===== config.mk =====
export PLATFORM = sky130hd
export DESIGN_NAME = par_access_shreg
export DESIGN_NICKNAME = d
export VERILOG_FILES = /design/src/rtl/psr_pkg.sv /design/src/rtl/psr_head.sv /design/src/rtl/psr_next.sv /design/src/rtl/psr_bank.sv /design/src/rtl/par_access_shreg.sv
export SDC_FILE = /design/constraint.sdc
export NUM_CORES = 1
export LEC_CHECK = 0
export ABC_CLOCK_PERIOD_IN_PS = 1600
export BUFFER_PORTS_ARGS = -buffer_cell sky130_fd_sc_hd__buf_2
export CAP_MARGIN = 20
export CORE_AREA = 5 5 42 44
export DETAILED_ROUTE_END_ITERATION = 8
export DIE_AREA = 0 0 47 49
export PLACE_DENSITY = 0.38
export SETUP_SLACK_MARGIN = 0.4
export SLEW_MARGIN = 10
export SYNTH_ARGS = -nofsm -noshare
export SYNTH_HDL_FRONTEND = slang
export SYNTH_SLANG_ARGS = --single-unit

===== constraint.sdc =====
create_clock -name clk -period 1.6 [get_ports clk]
set_clock_uncertainty 0.1 [all_clocks]
set_input_delay 0.24 -clock clk [delete_from_list [all_inputs] [get_ports clk]]
set_output_delay 0.24 -clock clk [all_outputs]
set_load 0.05 [all_outputs]

===== src/rtl/psr_pkg.sv =====
package psr_pkg;
  typedef enum logic {MODE_LOAD = 1'b0, MODE_SHIFT = 1'b1} psr_mode_e;

  // next value of the head stage from the serial control pair
  function automatic logic head_next(input logic j, input logic k_n, input logic q);
    return (j & ~q) | (k_n & q);
  endfunction
endpackage


===== src/rtl/psr_head.sv =====
module psr_head (
  input  logic ser_j,
  input  logic ser_k_n,
  input  logic q_head,
  output logic head_nxt
);
  import psr_pkg::*;
  always_comb head_nxt = head_next(ser_j, ser_k_n, q_head);
endmodule


===== src/rtl/psr_next.sv =====
module psr_next #(
  parameter int WIDTH = 4
) (
  input  psr_pkg::psr_mode_e mode,
  input  logic [WIDTH-1:0]   par_in,
  input  logic [WIDTH-1:0]   q_cur,
  input  logic               head_nxt,
  output logic [WIDTH-1:0]   q_nxt
);
  import psr_pkg::*;
  for (genvar i = 0; i < WIDTH; i++) begin : g_stage
    if (i == 0) begin : g_head
      assign q_nxt[i] = (mode == MODE_LOAD) ? par_in[i] : head_nxt;
    end else begin : g_body
      assign q_nxt[i] = (mode == MODE_LOAD) ? par_in[i] : q_cur[i-1];
    end
  end
endmodule


===== src/rtl/psr_bank.sv =====
module psr_bank #(
  parameter int WIDTH = 4
) (
  input  logic             clk,
  input  logic             clr_n,
  input  logic [WIDTH-1:0] d,
  output logic [WIDTH-1:0] q
);
  always_ff @(posedge clk or negedge clr_n) begin
    if (!clr_n) q <= '0;
    else        q <= d;
  end
endmodule


===== src/rtl/par_access_shreg.sv =====
module par_access_shreg #(
  parameter int WIDTH = 4
) (
  input  logic             clk,
  input  logic             clr_n,
  input  logic             shift_en,
  input  logic             ser_j,
  input  logic             ser_k_n,
  input  logic [WIDTH-1:0] par_in,
  output logic [WIDTH-1:0] q_out,
  output logic             tail_n
);
  import psr_pkg::*;
  localparam int LAST = WIDTH - 1;

  psr_mode_e        mode;
  logic             head_nxt;
  logic [WIDTH-1:0] q_nxt;
  logic [WIDTH-1:0] q_reg;
  // named events for the checker
  logic             load_evt;
  logic             shift_evt;

  assign mode      = shift_en ? MODE_SHIFT : MODE_LOAD;
  assign load_evt  = clr_n && (mode == MODE_LOAD);
  assign shift_evt = clr_n && (mode == MODE_SHIFT);

  psr_head u_head (
    .ser_j    (ser_j),
    .ser_k_n  (ser_k_n),
    .q_head   (q_reg[0]),
    .head_nxt (head_nxt)
  );

  psr_next #(.WIDTH(WIDTH)) u_next (
    .mode     (mode),
    .par_in   (par_in),
    .q_cur    (q_reg),
    .head_nxt (head_nxt),
    .q_nxt    (q_nxt)
  );

  psr_bank #(.WIDTH(WIDTH)) u_bank (
    .clk   (clk),
    .clr_n (clr_n),
    .d     (q_nxt),
    .q     (q_reg)
  );

  assign q_out  = q_reg;
  assign tail_n = ~q_reg[LAST];
endmodule


# Word level (Yosys, flattened, before mapping)

Cells that the tools add are included.
W data, S select, Z words.

Bits in registers: 4
Input bits: 9
Output and inout port bits: 5
Word-level logic and storage cells: 11

Muxes and demuxes: 5
Bitwise gates (word level): 5

Operators by type and width:

| operator      | number |
|---|---|
| $mux W1       | 5 |
| $and A1 B1 Y1 | 2 |
| $not A1 Y1    | 2 |
| $or A1 B1 Y1  | 1 |

# Depth between registers and ports, before layout

Word-level depth: 4
Depth in mapped cells: 2
Mapped depth without buffers: 2

# Modules after synthesis

A second synthesis with hierarchy kept.

Cells, all modules: 10
Area total of the unflattened synthesis: 163.9 um2

Modules (own cells, without submodules):

| module           | times used | cells an instance | area each (um2) |
|---|---|---|---|
| psr_bank         | 1          | 4                 | 100.1 |
| psr_next         | 1          | 4                 | 45.0 |
| psr_head         | 1          | 1                 | 15.0 |
| par_access_shreg | 1          | 1                 | 3.8 |

# Worst setup path after synthesis

OpenSTA, ideal clock, no wires.

Path kind: register to output
Start point: register u_bank.q[3]
End point: output tail_n
Data arrival time: 0.942 ns
Path slack: 0.318 ns
Cell stages (with the launch flop): 2
Buffers on the path: 0
Path through: dfrtp_1 -> inv_1

Word-level cells in the longest chain between the ends: 1

Ends and longest elaborated chain:

| element                  | RTL line               | source |
|---|---|---|
| start: declaration       | psr_bank.sv:7          | `output logic [WIDTH-1:0] q` |
| start signal: assignment | psr_bank.sv:10         | `if (!clr_n) q <= '0;` |
| start signal: assignment | psr_bank.sv:11         | `else q <= d;` |
| $not A1 Y1               | par_access_shreg.sv:51 | `assign tail_n = ~q_reg[LAST];` |
| end: declaration         | par_access_shreg.sv:11 | `output logic tail_n` |

No other way between the ends.

# Worst setup path in the final report

Same ends and word-level chain as after synthesis.

==> results.md <==
* Maximum vdd drop at 0.5323 mV
* Commonest non-fill, non-tap cell in the layout: buf_2
* Register area at 101.3 µm²
* Seq/Total Area, Yosys at 61.07%
* P per Cell Area at 1176 nW/µm²
* Internal Power at 244.9 µW
* Startpoint types: flop
* Worst hold path type: in2reg
* Starting Density at 11.70%
* # IOs at 14
* #FFs+latches synth at 4
* Critical Path Max Stage Delay at 420 ps
* First-pass GRT wire length at 786 µm
* # fillers at 164
* Crit-path slowest cell: dfrtp_2
* CP Cell Sequence: clkinvlp_4 -> buf_8
* Final min period at 1206 ps
* Leakage at 0.0001445 µW
* Port Buffer Count at 13
* Critical path required time at 1260 ps
* Max-slew violations at 0
* Largest net degree at the start of global routing at 6
* Routed via count at 150
* Area leader, netlist: dfrtp_1
* Die height at 49 µm
* RD Place Congestion at 0.6986
* Sw Share at 32.03%
* Vias per cell at 3.333
* Final setup viols at 0
* Crit Path Class: reg2out
* CTS root buf: clkbuf_4
* DR DRC count at 0
* Sequential power share at 33.3%
* Layout area overhead at 87.02%
* Synth top area share at 61.07%
* Die Area at 2303 µm²
* YS warnings at 0
* Antenna Nets Post-Route at 0
* Vias in the first global route at 179
* Maximum operating frequency at 829.2 MHz
* Worst Max-Slew Pin Slew at 130.0 ps
* # rows at 14
* DRT iter0 DRCs at 3
* Nets at 39
* Worst skew pair latency at 240 ps
* H-tree lvl count at 1
* Initial antenna violation count at 0
* Setup TNS at 0 ps
* Total power at 360.4 µW
* Worst-path clk slew at 40 ps
* Most frequent cells in the layout: 8 x buf_2, 5 x clkbuf_4, 3 x mux2_2, 3 x dfrtp_1
* Routed WL at 443 µm
* Syn nets at 21
* Instance area at placement at 246.5 µm²
* DRT Pass-1 Iters at 2
* Clock group share of total power at 39.0%
* Synth unique cells at 7
* Cell Count, Final, Fillers Out at 45
* Max_cap viols at 0
* CTS Buffer Depth at 2
* Fin area at 306.5 µm²
* Final Cycle Share at 75.38%
* Die W at 47 µm
* Overflow after GRT at 0
* Average cell area after synthesis at 13.66 µm²
* Max reg flops at 4
* Antenna cells at 0
* RSZ-0062 raised after global routing: yes
* Slew headroom at 91.09%
* Hold slack at 135.1 ps
* Gr usage total at 4.947%
* Clock net sink count at 4
* DP Cell Count at 40
* Combinational share of power at 27.8%
* Layout cells sized above 1 at 72.41%
* Worst EP arrival at 870 ps
* Core area at 1401 µm²
* Multi-input logic area at 52.55 µm²
* CP Capture Type: output port
* Syn Inst Count at 12
* CP Max Fanout at 2
* Post-DR wirelength/cell at 9.844 µm
* Status: finished clean
* Final Hold Viols at 0
* CTS tree: done
* Psw at 115.4 µW
* Post-Syn Area at 163.9 µm²
* CTS Buf Count at 3
* Synth area leaders: dfrtp_1 61%, mux2_2 21%, mux2i_1 6.1%
## metrics by stage
stage | setup WS, ps | utilization (%)
after floorplan | 420.9 | -
after global placement | 564.3 | 17.59
after detailed placement | 554.2 | 17.59
after CTS | 376.7 | 20.98
after global routing | 364.6 | 21.88
final | 394.0 | 21.88
## power by group through the flow
stage,Combinational [µW],Sequential (µW),Clock [µW]
finish,100,120,140
global route,106,122,152
global placement,84.6,119,0
floorplan,34.9,147,0
CTS,94.8,119,148
detailed placement,85.4,121,0
## repair_timing
action	in CTS	in global routing
cloned	0	0
endpoints found under the setup margin	3	5
hold buffers	1	0
gates resized for setup	4	4
setup buffers	0	0
endpoints found under the hold margin	4	0
## synthesized netlist by cell type
cell type,n
dfrtp_1,4
a21oi_1,1
nor2_1,1
buf_4,1
inv_1,1
mux2_2,3
mux2i_1,1
## worst paths after layout
kind | startpoint | end | slack [ps] | depth (start not counted)
worst max-delay path | u_bank.q[3] | tail_n | 390 | 2
worst min-delay path | par_in[2] | u_bank.q[2] | 140 | 2
worst max register to register | u_bank.q[0] | u_bank.q[0] | 710 | 2
max in group asynchronous | clr_n | u_bank.q[3] | 1030 | 2
min in group asynchronous | clr_n | u_bank.q[2] | 240 | 2
worst min register to register | u_bank.q[2] | u_bank.q[3] | 410 | 1
## worst max-delay path: cells and delay by family (launching register included)
kind                   cells  cell delay [ps]
DFF                        1              420
buffers and inverters      2              210
## logic make-up (layout without fill, tap and decap cells)
logic type             count (synthesis)  in the layout  share of synthesized area, %
AOI/OAI and AO/OA                      1              1                         3.051
and+or+nand+nor                        1              1                         2.288
buffers and inverters                  2             19                         6.870
muxes                                  4              4                         26.72
DFF                                    4              4                         61.07
## layer usage
layer  global-route usage, %  wire length, µm
met1                   5.778              212
met3                   5.904               86
met4                       0                0
met5                       0                0
met2                   6.335              145
## layout make-up
class                           instances  share of cell area (%)
Inverter                                1                   2.449
Tap cell                               16                   6.531
Clock buffer                            4                   8.571
Sequential cell                         4                   33.06
Multi-Input combinational cell          6                   17.14
Timing Repair Buffer                   14                   32.24
Note: power is estimated with default switching activity, not from simulation.
